`src/rtl/trn_pkg.sv`:
```
package trn_pkg;
  // command register field positions (decoded by the sequencer and side controls)
  localparam int B_TRAIN   = 0;
  localparam int B_MANUAL  = 1;
  localparam int B_NXT_LO  = 2;
  localparam int B_RANK_LO = 5;
  localparam int B_HALT    = 8;
  localparam int B_IGNRX   = 9;
  localparam int B_FIFORST = 10;
  localparam int B_SKIP_LO = 11;
  localparam int B_ZQ      = 15;
  localparam int B_RC      = 16;
  localparam int B_CKE     = 17;
  localparam int REG_W     = 17;  // bits 16:0 kept in the register file
  localparam int N_STEP    = 4;
  localparam int RANK_W    = 3;
  localparam int CODE_W    = 3;

  // step codes
  localparam logic [CODE_W-1:0] ST_IDLE  = 3'd0;
  localparam logic [CODE_W-1:0] ST_RDDQ  = 3'd1;
  localparam logic [CODE_W-1:0] ST_RCVEN = 3'd2;
  localparam logic [CODE_W-1:0] ST_WRLVL = 3'd3;
  localparam logic [CODE_W-1:0] ST_WRDQ  = 3'd4;

  // position in the automatic order -> step code; skip mask bits follow this order
  function automatic logic [CODE_W-1:0] order_code(input int p);
    case (p)
      0:       order_code = ST_RCVEN;
      1:       order_code = ST_RDDQ;
      2:       order_code = ST_WRLVL;
      default: order_code = ST_WRDQ;
    endcase
  endfunction

  // first unskipped step after cur in the automatic order, or idle
  function automatic logic [CODE_W-1:0] next_step(input logic [CODE_W-1:0] cur,
                                                  input logic [N_STEP-1:0] skip);
    int start;
    logic [CODE_W-1:0] res;
    start = 0;
    res   = ST_IDLE;
    for (int p = 0; p < N_STEP; p++)
      if (order_code(p) == cur) start = p + 1;
    for (int p = N_STEP - 1; p >= 0; p--)
      if (p >= start && !skip[p]) res = order_code(p);
    return res;
  endfunction
endpackage

```
`src/rtl/trn_cmd_reg.sv`:
```
module trn_cmd_reg
  import trn_pkg::*;
(
  input  logic             clk,
  input  logic             rst,
  input  logic             wr_en,
  input  logic [REG_W-1:0] wr_data,
  output logic [REG_W-1:0] reg_q,
  output logic             train_p,
  output logic             man_wr_p
);
  // write-only bits and the upper field never enter the register file
  localparam logic [REG_W-1:0] KEEP_MASK =
    ~((REG_W'(1) << B_TRAIN) | (REG_W'(1) << B_FIFORST));

  always_ff @(posedge clk) begin
    if (rst) begin
      reg_q    <= '0;
      train_p  <= 1'b0;
      man_wr_p <= 1'b0;
    end else begin
      if (wr_en) reg_q <= wr_data & KEEP_MASK;
      train_p  <= wr_en & wr_data[B_TRAIN];
      man_wr_p <= wr_en & wr_data[B_MANUAL];
    end
  end
endmodule

```
`src/rtl/trn_step_fsm.sv`:
```
module trn_step_fsm
  import trn_pkg::*;
#(
  parameter int STEP_TMO_CYC = 16
) (
  input  logic              clk,
  input  logic              rst,
  input  logic              manual,
  input  logic              halt_on_tmo,
  input  logic [N_STEP-1:0] skip,
  input  logic [CODE_W-1:0] nxt_req,
  input  logic              train_p,
  input  logic              man_wr_p,
  input  logic [N_STEP-1:0] step_done,
  output logic [N_STEP-1:0] step_go,
  output logic [CODE_W-1:0] state_q,
  output logic              active_q,
  output logic              fail_q,
  output logic              done_q
);
  localparam int TW = $clog2(STEP_TMO_CYC + 1);
  localparam logic [TW-1:0] TMO_LAST = TW'(STEP_TMO_CYC - 1);

  logic          run_q;
  logic [TW-1:0] tmr_q;
  logic          done_hit, tmo_hit;
  logic [CODE_W-1:0] step_after, step_first;

  for (genvar i = 0; i < N_STEP; i++) begin : g_go
    assign step_go[i] = active_q && (state_q == CODE_W'(i + 1));
  end

  assign done_hit   = |(step_done & step_go);
  assign tmo_hit    = active_q && !done_hit && (tmr_q == TMO_LAST);
  assign step_after = next_step(state_q, skip);
  assign step_first = next_step(ST_IDLE, skip);

  always_ff @(posedge clk) begin
    if (rst) begin
      state_q  <= ST_IDLE;
      active_q <= 1'b0;
      run_q    <= 1'b0;
      tmr_q    <= '0;
      fail_q   <= 1'b0;
      done_q   <= 1'b0;
    end else if (manual) begin
      run_q <= 1'b0;
      if (man_wr_p) begin
        tmr_q <= '0;
        if (nxt_req >= ST_RDDQ && nxt_req <= ST_WRDQ) begin
          state_q  <= nxt_req;
          active_q <= 1'b1;
        end else begin
          state_q  <= ST_IDLE;
          active_q <= 1'b0;
        end
      end else if (active_q) begin
        if (done_hit) active_q <= 1'b0;
        else if (tmo_hit) begin
          active_q <= 1'b0;
          fail_q   <= 1'b1;
        end else tmr_q <= tmr_q + 1'b1;
      end
    end else if (run_q) begin
      if (done_hit || tmo_hit) begin
        tmr_q <= '0;
        if (tmo_hit) fail_q <= 1'b1;
        if (tmo_hit && halt_on_tmo) begin
          state_q  <= ST_IDLE;
          active_q <= 1'b0;
          run_q    <= 1'b0;
        end else if (step_after == ST_IDLE) begin
          state_q  <= ST_IDLE;
          active_q <= 1'b0;
          run_q    <= 1'b0;
          done_q   <= 1'b1;
        end else begin
          state_q <= step_after;
        end
      end else begin
        tmr_q <= tmr_q + 1'b1;
      end
    end else if (train_p) begin
      fail_q <= 1'b0;
      tmr_q  <= '0;
      if (step_first == ST_IDLE) begin
        done_q <= 1'b1;
      end else begin
        done_q   <= 1'b0;
        state_q  <= step_first;
        active_q <= 1'b1;
        run_q    <= 1'b1;
      end
    end else begin
      state_q  <= ST_IDLE;
      active_q <= 1'b0;
    end
  end
endmodule

```
`src/rtl/trn_side_ctl.sv`:
```
module trn_side_ctl
  import trn_pkg::*;
#(
  parameter int N_CKE = 2
) (
  input  logic              clk,
  input  logic              rst,
  input  logic              wr_en,
  input  logic              wr_cke,
  input  logic              wr_fifo,
  input  logic              wr_zq,
  input  logic              wr_rc,
  input  logic [RANK_W-1:0] wr_rank,
  input  logic              ign_rx,
  input  logic              init_done,
  input  logic              rx_valid_in,
  output logic [N_CKE-1:0]  cke_out,
  output logic              fifo_rst,
  output logic              rx_valid_out,
  output logic              zq_req,
  output logic              rcomp_req,
  output logic [RANK_W-1:0] req_rank
);
  logic cke_hold;

  always_ff @(posedge clk) begin
    if (rst) begin
      cke_hold     <= 1'b0;
      cke_out      <= '0;
      fifo_rst     <= 1'b0;
      rx_valid_out <= 1'b0;
      zq_req       <= 1'b0;
      rcomp_req    <= 1'b0;
      req_rank     <= '0;
    end else begin
      if (wr_en) cke_hold <= wr_cke;
      cke_out      <= {N_CKE{cke_hold & ~init_done}};
      fifo_rst     <= wr_en & wr_fifo;
      rx_valid_out <= rx_valid_in & ~ign_rx;
      zq_req       <= wr_en & wr_zq;
      rcomp_req    <= wr_en & wr_rc;
      if (wr_en && (wr_zq || wr_rc)) req_rank <= wr_rank;
    end
  end
endmodule

```
`src/rtl/ddr_train_seq.sv`:
```
module ddr_train_seq
  import trn_pkg::*;
#(
  parameter int DATA_W       = 32,
  parameter int N_CKE        = 2,
  parameter int STEP_TMO_CYC = 16
) (
  input  logic              clk,
  input  logic              rst,
  input  logic              wr_en,
  input  logic [DATA_W-1:0] wr_data,
  output logic [DATA_W-1:0] rd_data,
  input  logic              init_done,
  input  logic [N_STEP-1:0] step_done,
  output logic [N_STEP-1:0] step_go,
  output logic [CODE_W-1:0] cur_state,
  output logic              busy,
  output logic              fail,
  output logic              train_done,
  output logic [N_CKE-1:0]  cke_out,
  output logic              fifo_rst,
  input  logic              rx_valid_in,
  output logic              rx_valid_out,
  output logic              zq_req,
  output logic              rcomp_req,
  output logic [RANK_W-1:0] req_rank
);
  logic [REG_W-1:0] reg_q;
  logic             train_p, man_wr_p;
  logic             unused_hi;

  assign unused_hi = ^wr_data[DATA_W-1:B_CKE+1];
  assign rd_data   = DATA_W'(reg_q);

  trn_cmd_reg u_reg (
    .clk      (clk),
    .rst      (rst),
    .wr_en    (wr_en),
    .wr_data  (wr_data[REG_W-1:0]),
    .reg_q    (reg_q),
    .train_p  (train_p),
    .man_wr_p (man_wr_p)
  );

  trn_step_fsm #(.STEP_TMO_CYC(STEP_TMO_CYC)) u_fsm (
    .clk         (clk),
    .rst         (rst),
    .manual      (reg_q[B_MANUAL]),
    .halt_on_tmo (reg_q[B_HALT]),
    .skip        (reg_q[B_SKIP_LO +: N_STEP]),
    .nxt_req     (reg_q[B_NXT_LO +: CODE_W]),
    .train_p     (train_p),
    .man_wr_p    (man_wr_p),
    .step_done   (step_done),
    .step_go     (step_go),
    .state_q     (cur_state),
    .active_q    (busy),
    .fail_q      (fail),
    .done_q      (train_done)
  );

  trn_side_ctl #(.N_CKE(N_CKE)) u_side (
    .clk          (clk),
    .rst          (rst),
    .wr_en        (wr_en),
    .wr_cke       (wr_data[B_CKE]),
    .wr_fifo      (wr_data[B_FIFORST]),
    .wr_zq        (wr_data[B_ZQ]),
    .wr_rc        (wr_data[B_RC]),
    .wr_rank      (wr_data[B_RANK_LO +: RANK_W]),
    .ign_rx       (reg_q[B_IGNRX]),
    .init_done    (init_done),
    .rx_valid_in  (rx_valid_in),
    .cke_out      (cke_out),
    .fifo_rst     (fifo_rst),
    .rx_valid_out (rx_valid_out),
    .zq_req       (zq_req),
    .rcomp_req    (rcomp_req),
    .req_rank     (req_rank)
  );
endmodule

```
`config.mk`:
```
export PLATFORM = sky130hd
export DESIGN_NAME = ddr_train_seq
export DESIGN_NICKNAME = d
export VERILOG_FILES = /design/src/rtl/trn_pkg.sv /design/src/rtl/trn_cmd_reg.sv /design/src/rtl/trn_step_fsm.sv /design/src/rtl/trn_side_ctl.sv /design/src/rtl/ddr_train_seq.sv
export SDC_FILE = /design/constraint.sdc
export NUM_CORES = 1
export LEC_CHECK = 0
export BUFFER_PORTS_ARGS = -buffer_cell sky130_fd_sc_hd__buf_2
export CAP_MARGIN = 20
export CORE_MARGIN = 1.5
export CORE_UTILIZATION = 42
export CTS_BUF_LIST = sky130_fd_sc_hd__clkbuf_4 sky130_fd_sc_hd__clkbuf_8 sky130_fd_sc_hd__clkbuf_16
export DETAILED_ROUTE_END_ITERATION = 16
export GPL_TIMING_DRIVEN = 0
export PLACE_DENSITY_LB_ADDON = 0.2
export SYNTH_ARGS = -nofsm -noshare
export SYNTH_HDL_FRONTEND = slang
export SYNTH_SLANG_ARGS = --single-unit
```
`constraint.sdc`:
```
create_clock -name clk -period 2.05 [get_ports clk]
set_clock_uncertainty 0.1 [all_clocks]
set_input_delay 0.1025 -clock clk [delete_from_list [all_inputs] [get_ports clk]]
set_output_delay 0.1025 -clock clk [all_outputs]
set_load 0.05 [all_outputs]
```
==> results of run 1 <==
==> cell usage in the layout (no fill, tap or decap), types with 7 or more instances in the layout <==
cell type / count
a21oi_1: 10
buf_2: 59
buf_4: 34
conb_1: 17
dfxtp_1: 32
dlygate4sd3_1: 20
mux2i_1: 19
nand2_1: 17
nor2_1: 34
o21ai_0: 7
==> cells by family after synthesis <==
| family | Yosys count | synth area share, % |
|---|---|---|
| adder cells (fa/ha/maj) | 3 | 1.77 |
| AND/OR/NAND/NOR | 90 | 22.9 |
| other | 1 | 0.190 |
| AO/OA/AOI/OAI | 40 | 14.4 |
| XOR/XNOR | 1 | 0.444 |
| flip-flops | 38 | 38.5 |
| buffers and inverters | 37 | 11.5 |
| multiplexers | 20 | 10.2 |
==> worst max-delay path by stage <==
stage / to / cells past startpoint / slack (ns) / start
floorplan: u_fsm.tmr_q[2]$_SDFFE_PP0P_ / 7 / 0.04 / u_fsm.state_q[2]$_SDFFE_PP0P_
global placement: u_fsm.tmr_q[2]$_SDFFE_PP0P_ / 8 / -0.13 / u_fsm.tmr_q[0]$_SDFFE_PP0P_
detailed placement: u_fsm.tmr_q[0]$_SDFFE_PP0P_ / 8 / -0.12 / u_fsm.tmr_q[0]$_SDFFE_PP0P_
CTS: u_fsm.tmr_q[0]$_SDFFE_PP0P_ / 7 / 0.01 / u_fsm.state_q[2]$_SDFFE_PP0P_
global route: u_fsm.tmr_q[1]$_SDFFE_PP0P_ / 7 / -0.07 / u_fsm.state_q[2]$_SDFFE_PP0P_
finish: u_fsm.tmr_q[0]$_SDFFE_PP0P_ / 8 / 0.02 / u_fsm.tmr_q[0]$_SDFFE_PP0P_
==> sequential cells by signal (all words and copies together) (netlist names), 3 cells and up <==
| name | count |
|---|---|
| u_fsm.state_q | 3 |
| u_fsm.tmr_q | 5 |
| u_reg.reg_q | 15 |
| u_side.req_rank | 3 |
==> power by group through the flow <==
stage / logic, mW / clock network, mW / registers (mW)
detailed placement: 0.473 / 0 / 0.827
global route: 0.604 / 0.790 / 0.821
global placement: 0.471 / 0 / 0.826
CTS: 0.536 / 0.754 / 0.811
finish: 0.565 / 0.742 / 0.815
floorplan: 0.287 / 0 / 0.917
==> critical path: stages, from the launching register on <==
cell and delay [ns]:
dfxtp_2 0.34, ha_4 0.16, and3_4 0.18, ha_4 0.18
or4_4 0.43, o22ai_4 0.14, and2b_2 0.19, nand2b_1 0.09
o21ai_1 0.14
==> routing by layer <==
metal  vias up  GRT usage [%]  wire (um)  share of wire (%)
li1        991              -          -                  -
met1       863           23.6       2120                 43
met2        76           34.0       2370                 48
met3         9           5.06        351                7.1
met4         0           7.13         80                1.6
met5         -              0          0                  0
==> per-stage QoR <==
stage	hold WS, ns	power [mW]	util [%]	setup TNS [ns]
final	0.237	2.12	66.8	0
after floorplan	0.0783	1.20	-	0
after global placement	0.166	1.30	54.1	-0.859
after CTS	0.209	2.10	64.3	0
after detailed placement	0.169	1.30	54.1	-0.688
after global routing	0.259	2.22	66.8	-0.280
==> final cells by class <==
type                    instances  share of cell area [%]
multi-input cells             171                    39.4
flip-flops and latches         38                    26.0
repair buffers                 90                    19.6
plain buffers                  31                    7.37
clock buffers                   7                    3.62
well taps                      52                    2.19
clock inverters                 1                    1.01
inverters                       6                   0.759
==> timing repair <==
item,CTS,global route
hold buffers,20,0
pin swaps,5,7
buffers inserted,6,6
gates resized for setup,13,15
endpoints found under the setup margin,8,10
endpoints found under the hold margin,26,0
==> metrics.txt, run 1 <==
Fmax achieved=~490 MHz; FILL cells=369; die area=~5100 um^2; Switching Fraction=30.9%; Hold Startpoint=rst; final setup vio count=0; drt wl/cell=12.4 um; P_sw=0.656 mW; diode count=0; vias in the first global route=approximately 1800; number of vias per cell=4.90; Worst EP required=between 2 and 2.5 ns; fin crit share=98.9%; reg2reg end=u_fsm.tmr_q[0]$_SDFFE_PP0P_; crit path capture type=flip-flop; Max Cap Violations=0; Register Area=approximately 770 um^2; DP Area=about 2400 um^2; DP Cell Count=356; Buffers on Ports=58; Cells on Worst Hold Path=2; failing checks=DRC; root buffer cell=clkbuf_8; status=finished with violations; Post-synth top cells=dfxtp_1, nor2_1, buf_4; Synth top area share=38.5%; initial DRC count=around 60; type of the worst setup path=reg2reg; Core Box Area=4440 um^2; Mapped Area=1970 um^2; synthesis-stage register bit count=38; count leader, synth=dfxtp_1; chip width=just over 70 um; Tmin final=just over 2 ns; Leak Pwr=roughly 1.4 nW; warnings from Yosys=0; FF-to-FF path depth=8; antenna violations before repair=0; grt ovf=0; hpwl dp=3310 um; via count=just under 2000; Mapped Cells=230; crit path launch type=flip-flop; combinational share of power=26.6%; Clock Path Buffers=2; post-route cell area=2970 um^2; antenna-violating nets left=0; Avg Cell Area, Syn=roughly 8.6 um^2; Top Ports=92; dominant synthesized flop cell=dfxtp_1; GPL Wtd Cong=0.791; fin. max-slew vios=0; CTS H-tree lvls=2; Worst EP arrival=2.15 ns; wirelength, routed=4920 um; PwrDens=~710 nW/um^2; Synth cell types=48; Post-synth EDFFs=0; internal reg-to-reg setup slack=roughly 0.023 ns; Worst Setup Slack, final=0.0230 ns; Hold Crit Class=in2reg; gr usage total=19.6%; Sink Count=38; layout cells sized above 1=between 30% and 40%; fin cells=roughly 400; number of cell rows=24; Setup WS pre-CTS=-0.118 ns; first-pass GRT wire length=8020 um; Slew headroom=62.5%; Peak VDD IR=0.552 mV; Residual DRC=3; Initial Utilization=44.4%; Die Ht=a little over 70 um; area delta synth->final=50.4%; Multi-input gate area=1170 um^2; Flop pwr share=38.4%; nets@finish=386; Clk pwr share=35.0%; internal power=between 1 and 1.5 mW; Slew @ Worst Pin=between 0.5 and 0.6 ns; Max Fanout on Critical Path=5; area leader, netlist=dfxtp_1; largest net degree at the start of global routing=13; Reg clk slew, reported paths=0.08 ns; sequential-to-total area share from yosys stat=approximately two fifths; Num CTS Buffers=5; Worst Hold End=u_fsm.state_q[0]$_SDFFE_PP0P_; later-pin clock latency in the skew report=0.29 ns; ys async rst share=0%; Reg2Reg Launch Point=u_fsm.tmr_q[0]$_SDFFE_PP0P_; largest cells by area after synthesis=dfxtp_1, mux2i_1, buf_4; First-pass DRT Iterations=10; RSZ-0062 raised after global routing=yes; CTS tree=built; Fin. Hold Viols=0
Note: power is estimated with default switching activity, not from simulation.
==> inputs of run 2 (changes only) <==
--- a/config.mk
+++ b/config.mk
@@ -5,6 +5,7 @@
 export SDC_FILE = /design/constraint.sdc
 export NUM_CORES = 1
 export LEC_CHECK = 0
+export ABC_AREA = 1
 export BUFFER_PORTS_ARGS = -buffer_cell sky130_fd_sc_hd__buf_2
 export CAP_MARGIN = 20
 export CORE_MARGIN = 1.5
==> metrics.txt, run 2 <==
FF-to-FF path depth=11 (was 8); Cells on Worst Hold Path=3 (was 2); number of cell rows=25 (was 24); met3 routed WL=277 um (was 351 um); P_sw=0.738 mW (was 0.656 mW); commonest non-fill, non-tap cells in the layout=buf_2, nand2_1, nor2_1, dfxtp_1, inv_1 (was buf_2, buf_4, nor2_1, dfxtp_1, dlygate4sd3_1); Slew headroom=66.7% (was 62.5%); Tmin final=1.88 ns (was 2.03 ns); Most flops, register=u_reg.reg_q (unchanged); chip width=72.4 um (was 71.6 um); Clk pwr share=27.3% (was 35.0%); max reg flops=15 (unchanged); crit-path cells=ha_2 > nand2_1 > nor2_1 > ha_2 > inv_1 > o211ai_2 > nand2_2 > inv_2 > nor2_2 > o21ai_2 > nor2_1 (was ha_4 > and3_4 > ha_4 > or4_4 > o22ai_4 > and2b_2 > nand2b_1 > o21ai_1); via count=2088 (was 1939); die area=5240 um^2 (was 5120 um^2); initial DRC count=79 (was 61); crit path launch type=flip-flop (unchanged); root buffer cell=clkbuf_8 (unchanged); vias in the first global route=1799 (was 1785); reg2reg end=u_fsm.tmr_q[2]$_SDFFE_PP0P_ (was u_fsm.tmr_q[0]$_SDFFE_PP0P_); drt wl/cell=11.3 um (was 12.4 um); Met2 Wirelength=2440 um (was 2370 um); Post-synth EDFFs=0 (unchanged); Core Box Area=4690 um^2 (was 4440 um^2); warnings from Yosys=0 (unchanged); Worst Hold End=u_reg.reg_q[14]$_SDFFE_PP0P_ (was u_fsm.state_q[0]$_SDFFE_PP0P_); Reg clk slew, reported paths=0.07 ns (was 0.08 ns); status=finished, final reports clean (was finished with violations); grt ovf=0 (unchanged); internal reg-to-reg setup slack=0.17 ns (was 0.02 ns); dominant synthesized flop cell=dfxtp_1 (unchanged); crit path buf inv count=2 (was 0); Worst EP required=2.13 ns (was 2.17 ns); combinational share of power=31.2% (was 26.6%); type of the worst setup path=reg2reg (unchanged); Top Ports=92 (unchanged); CP top delay family=adder cells (was simple AND/OR/NAND/NOR gates); hpwl dp=3650 um (was 3310 um); Synth top area share=37.6% (was 38.5%); Sink Count=38 (unchanged); wirelength, routed=5050 um (was 4920 um); area delta synth->final=33.3% (was 50.4%); final setup vio count=0 (unchanged); fin crit share=91.9% (was 98.9%); ys async rst share=0% (unchanged); layout cells sized above 1=27.5% (was 37.2%); Register Area=761 um^2 (was 773 um^2); number of vias per cell=4.67 (was 4.90); crit path capture type=flip-flop (unchanged); nets@finish=435 (was 386); FILL cells=463 (was 369); CP peak stage delay=0.37 ns (was 0.43 ns); Leak Pwr=1.38 nW (was 1.42 nW); Max Cap Violations=0 (unchanged); Hold WS=0.000163 ns (was 0.237 ns); Hold Crit Class=in2reg (unchanged); Fmax achieved=531 MHz (was 493 MHz); count leader, synth=nand2_1 (was dfxtp_1); highest routed layer=met4 (unchanged); Fin. Hold Viols=0 (unchanged); CTS tree=built (unchanged); antenna violations before repair=0 (unchanged); Mapped Cells=296 (was 230); Multi-input gate area=1020 um^2 (was 1170 um^2); Buffers on Ports=59 (was 58); Post-synth top cells=nand2_1, nor2_1, dfxtp_1 (was dfxtp_1, nor2_1, buf_4); later-pin clock latency in the skew report=0.28 ns (was 0.29 ns); Top Registers=u_reg.reg_q x15, u_fsm.tmr_q x5 (unchanged); RSZ-0062 raised after global routing=no (was yes); Synth cell types=29 (was 48); first-pass GRT wire length=8000 um (was 8020 um); Residual DRC=0 (was 3); Num CTS Buffers=5 (unchanged); Switching Fraction=37.4% (was 30.9%); Max Fanout on Critical Path=4 (was 5); largest cells by area after synthesis=dfxtp_1, nand2_1, nor2_1 (was dfxtp_1, mux2i_1, buf_4); Die Ht=72.4 um (was 71.6 um); Mapped Area=2020 um^2 (was 1970 um^2); Flop pwr share=41.5% (was 38.4%); First-pass DRT Iterations=4 (was 10); most common cell after layout, fill and taps aside=buf_2 (unchanged); Worst EP arrival=1.96 ns (was 2.15 ns); diode count=0 (unchanged); GPL Wtd Cong=0.832 (was 0.791); gr usage total=19.4% (was 19.6%); Initial Utilization=43.1% (was 44.4%); largest net degree at the start of global routing=13 (unchanged); CTS H-tree lvls=2 (unchanged); antenna-violating nets left=0 (unchanged); Clock Path Buffers=2 (unchanged); synthesis-stage register bit count=38 (unchanged); internal power=1.23 mW (was 1.47 mW); area leader, netlist=dfxtp_1 (unchanged); Slew @ Worst Pin=0.498 ns (was 0.557 ns); DP Area=2450 um^2 (was 2400 um^2); PwrDens=731 nW/um^2 (was 715 nW/um^2); Hold Startpoint=wr_data[14] (was rst); CP max stage cell=dfxtp_1 (was or4_4); met1 wire length=2300 um (was 2120 um); Avg Cell Area, Syn=6.84 um^2 (was 8.58 um^2); sequential-to-total area share from yosys stat=37.6% (was 38.5%); post-route cell area=2700 um^2 (was 2970 um^2); fin. max-slew vios=0 (unchanged); Reg2Reg Launch Point=u_fsm.tmr_q[1]$_SDFFE_PP0P_ (was u_fsm.tmr_q[0]$_SDFFE_PP0P_); Peak VDD IR=0.573 mV (was 0.552 mV)
==> run 2: per-stage QoR <==
step | cells | power (mW) | utilization (%) | setup TNS (ns) | setup WS [ns]
global placement | 425 | 1.41 | 52.1 | 0 | 0.143
global route | 447 | 2.08 | 57.5 | 0 | 0.0185
finish | 447 | 1.97 | 57.5 | 0 | 0.166
CTS | 447 | 1.97 | 57.1 | 0 | 0.0959
detailed placement | 425 | 1.42 | 52.1 | 0 | 0.112
floorplan | 312 | 1.30 | - | -0.603 | -0.305
==> run 2: logic make-up (layout without fill, tap and decap cells) <==
logic type	Yosys count	after routing	share of synthesized area [%]
buffers and inverters	62	143	15.6
xor gates and xnor gates	1	1	0.433
and+or+nand+nor	145	145	31.8
adders and majority gates	2	2	1.24
AOI/OAI and AO/OA	47	47	13.0
DFF	38	38	37.6
other	1	17	0.185
==> run 2: worst reg2reg max path, cell delays in order, from the launching register on <==
cell,delay [ns]
dfxtp_1,0.37
ha_2,0.20
nand2_1,0.06
nor2_1,0.10
ha_2,0.22
inv_1,0.11
o211ai_2,0.18
nand2_2,0.12
inv_2,0.09
nor2_2,0.04
o21ai_2,0.14
nor2_1,0.06
==> run 2: area by class of cell <==
type,count,share of cell area (%)
clock buffer,6,3.06
inverter,31,4.32
tap,54,2.51
buffer,31,7.42
multi-input combinational,212,37.9
sequential,38,28.2
timing repair buffer,73,16.1
clock inverter,2,0.464
==> run 2: worst max-delay path by stage <==
stage                                           start                     endpoint  slack [ns]  cells after the start
after floorplan           u_fsm.active_q$_SDFFE_PP0P_                   step_go[1]       -0.31                      3
after CTS                 u_fsm.tmr_q[1]$_SDFFE_PP0P_  u_fsm.tmr_q[2]$_SDFFE_PP0P_         0.1                     11
final                     u_fsm.tmr_q[1]$_SDFFE_PP0P_  u_fsm.tmr_q[2]$_SDFFE_PP0P_        0.17                     11
after detailed placement  u_fsm.tmr_q[1]$_SDFFE_PP0P_  u_fsm.tmr_q[2]$_SDFFE_PP0P_        0.11                     11
after global placement    u_fsm.tmr_q[1]$_SDFFE_PP0P_  u_fsm.tmr_q[2]$_SDFFE_PP0P_        0.14                     11
after global routing      u_fsm.tmr_q[1]$_SDFFE_PP0P_  u_fsm.tmr_q[2]$_SDFFE_PP0P_        0.02                     11
==> run 2: power by group through the flow <==
stage	clock network, mW	registers [mW]	logic, mW
floorplan	0	0.955	0.345
global placement	0	0.834	0.580
detailed placement	0	0.834	0.586
CTS	0.546	0.818	0.608
global route	0.583	0.824	0.669
finish	0.538	0.818	0.616
==> run 2: routing by layer <==
layer	GRT usage [%]	vias to the layer above
met1	24.3	927
li1	-	1104
met2	32.9	55
met5	0	-
met4	4.82	0
met3	5.42	2
==> run 2: repair_timing <==
item | CTS | global route
endpoints found under the hold margin | 17 | 0
setup buffers | 0 | 0
endpoints found under the setup margin | 0 | 5
gates resized for setup | 0 | 4
hold buffers | 14 | 0
==> inputs of run 3 (changes only) <==
--- a/config.mk
+++ b/config.mk
@@ -8,8 +8,8 @@
 export ABC_AREA = 1
 export BUFFER_PORTS_ARGS = -buffer_cell sky130_fd_sc_hd__buf_2
 export CAP_MARGIN = 20
-export CORE_MARGIN = 1.5
-export CORE_UTILIZATION = 42
+export CORE_MARGIN = 8
+export CORE_UTILIZATION = 47
 export CTS_BUF_LIST = sky130_fd_sc_hd__clkbuf_4 sky130_fd_sc_hd__clkbuf_8 sky130_fd_sc_hd__clkbuf_16
 export DETAILED_ROUTE_END_ITERATION = 16
 export GPL_TIMING_DRIVEN = 0
==> constraint.sdc (replaced) <==
create_clock -name clk -period 2 [get_ports clk]
set_clock_uncertainty 0.1 [all_clocks]
set_input_delay 0.1 -clock clk [delete_from_list [all_inputs] [get_ports clk]]
set_output_delay 0.1 -clock clk [all_outputs]
set_load 0.05 [all_outputs]
==> metrics.txt, run 3 (same netlist as run 2, synthesis figures left out) <==
status=finished with violations (was finished, final reports clean); failing checks=hold timing; PwrDens=739 nW/um^2 (was 731 nW/um^2); Flop pwr share=41.8% (was 41.5%); Num CTS Buffers=5 (unchanged); crit path capture type=flip-flop (unchanged); First-pass DRT Iterations=6 (was 4); GPL Wtd Cong=0.857 (was 0.832); Fmax achieved=541 MHz (was 531 MHz); Top Ports=92 (unchanged); Top Registers=u_reg.reg_q x15, u_fsm.tmr_q x5 (unchanged); diode count=0 (unchanged); Clk pwr share=26.7% (was 27.3%); type of the worst setup path=reg2reg (unchanged); wirelength, routed=5370 um (was 5050 um); combinational share of power=31.5% (was 31.2%); vias in the first global route=1976 (was 1799); Power, Total=2.01 mW (was 1.97 mW); fin crit share=92.4% (was 91.9%); largest net degree at the start of global routing=13 (unchanged); gr usage total=16.2% (was 19.4%); max reg flops=15 (unchanged); Fin. Hold Viols=1 (was 0); internal power=1.25 mW (was 1.23 mW); Hold WS=-0.00513 ns (was 0.000163 ns); root buffer cell=clkbuf_8 (unchanged); antenna-violating nets left=0 (unchanged); Buffers on Ports=59 (unchanged); setup TNS=0 ns (unchanged); chip width=81.6 um (was 72.4 um); Core Box Area=4260 um^2 (was 4690 um^2); first-pass GRT wire length=8780 um (was 8000 um); hpwl dp=4010 um (was 3650 um); initial DRC count=88 (was 79); Sink Count=38 (unchanged); Peak VDD IR=0.563 mV (was 0.573 mV); Most flops, register=u_reg.reg_q (unchanged); Residual DRC=0 (unchanged); Die Ht=81.6 um (was 72.4 um); die area=6660 um^2 (was 5240 um^2); layout cells sized above 1=27.8% (was 27.5%); number of vias per cell=4.69 (was 4.67); via count=2099 (was 2088); DP Area=2440 um^2 (was 2450 um^2); fin util=63.7% (was 57.5%); drt wl/cell=12.0 um (was 11.3 um); Hold Crit Class=in2reg (unchanged); commonest non-fill, non-tap cells in the layout=buf_2, nand2_1, nor2_1, dfxtp_1, inv_1 (unchanged); later-pin clock latency in the skew report=0.29 ns (was 0.28 ns); Leak Pwr=1.40 nW (was 1.38 nW); final setup vio count=0 (unchanged); CTS H-tree lvls=2 (unchanged); antenna violations before repair=0 (unchanged); grt ovf=0 (unchanged); Initial Utilization=47.4% (was 43.1%); P_sw=0.758 mW (was 0.738 mW); number of cell rows=24 (was 25); most common cell after layout, fill and taps aside=buf_2 (unchanged); nets@finish=438 (was 435); area delta synth->final=34.3% (was 33.3%); Switching Fraction=37.7% (was 37.4%); Clock Path Buffers=2 (unchanged); post-route cell area=2720 um^2 (was 2700 um^2); Tmin final=1.85 ns (was 1.88 ns); CTS tree=built (unchanged); fin. max-slew vios=0 (unchanged); Max Fanout on Critical Path=4 (unchanged); Worst EP required=2.08 ns (was 2.13 ns); Worst EP arrival=1.93 ns (was 1.96 ns); Reg clk slew, reported paths=0.08 ns (was 0.07 ns); Max Cap Violations=0 (unchanged); crit path launch type=flip-flop (unchanged)
==> run 3: per-stage QoR <==
stage | worst slack, ns | std cells
finish | 0.151 | 448
global placement | 0.0830 | 423
CTS | 0.0246 | 447
detailed placement | 0.0390 | 423
global route | -0.00277 | 448
floorplan | -0.353 | 312
==> run 3: final cells by class <==
cell class | count | area, um^2
fill | 403 | 1550
multi-input combinational | 212 | 1020
sequential | 38 | 761
timing repair buffer | 76 | 463
buffer | 31 | 200
inverter | 31 | 116
clock buffer | 6 | 76.3
tap | 52 | 65.1
clock inverter | 2 | 13.8
==> run 3: path summary, 6_finish.rpt <==
| kind | from | end | slack (ns) | cells past startpoint |
|---|---|---|---|---|
| max reg2reg | u_fsm.tmr_q[1]$_SDFFE_PP0P_ | u_fsm.tmr_q[2]$_SDFFE_PP0P_ | 0.15 | 11 |
| max | u_fsm.tmr_q[1]$_SDFFE_PP0P_ | u_fsm.tmr_q[2]$_SDFFE_PP0P_ | 0.15 | 11 |
| min reg2reg | u_side.cke_hold$_SDFFE_PP0P_ | u_side.cke_out[0]$_SDFF_PP0_ | 0.35 | 2 |
| min | wr_data[14] | u_reg.reg_q[14]$_SDFFE_PP0P_ | -0.005 | 3 |
==> run 3: per-layer routing <==
layer	up-vias	global-route usage, %	wire, um
li1	1109	-	-
met1	917	18.0	2220
met3	6	6.02	531
met5	-	0	0
met2	67	28.2	2560
met4	0	4.74	45
==> run 3: power by group through the flow <==
stage / Sequential [mW] / Clock [mW] / Combinational [mW]
after CTS: 0.839 / 0.543 / 0.625
after floorplan: 0.979 / 0 / 0.353
after global placement: 0.855 / 0 / 0.595
after global routing: 0.846 / 0.565 / 0.688
final: 0.839 / 0.536 / 0.633
after detailed placement: 0.856 / 0 / 0.600
==> run 3: what timing repair did <==
| action | 4_1_cts | 5_1_grt |
|---|---|---|
| hold buffers | 16 | 0 |
| endpoints found under the setup margin | 0 | 7 |
| setup buffers | 0 | 1 |
| endpoints found under the hold margin | 20 | 0 |
| gates resized for setup | 0 | 5 |
==> run 3: critical path, cell delays in order, from the launching register on <==
cell	delay, ns
dfxtp_1	0.36
ha_1	0.20
nand2_1	0.06
nor2_1	0.12
ha_2	0.23
inv_2	0.08
o211ai_2	0.17
nand2_2	0.11
inv_2	0.09
nor2_2	0.04
o21ai_2	0.14
nor2_1	0.05
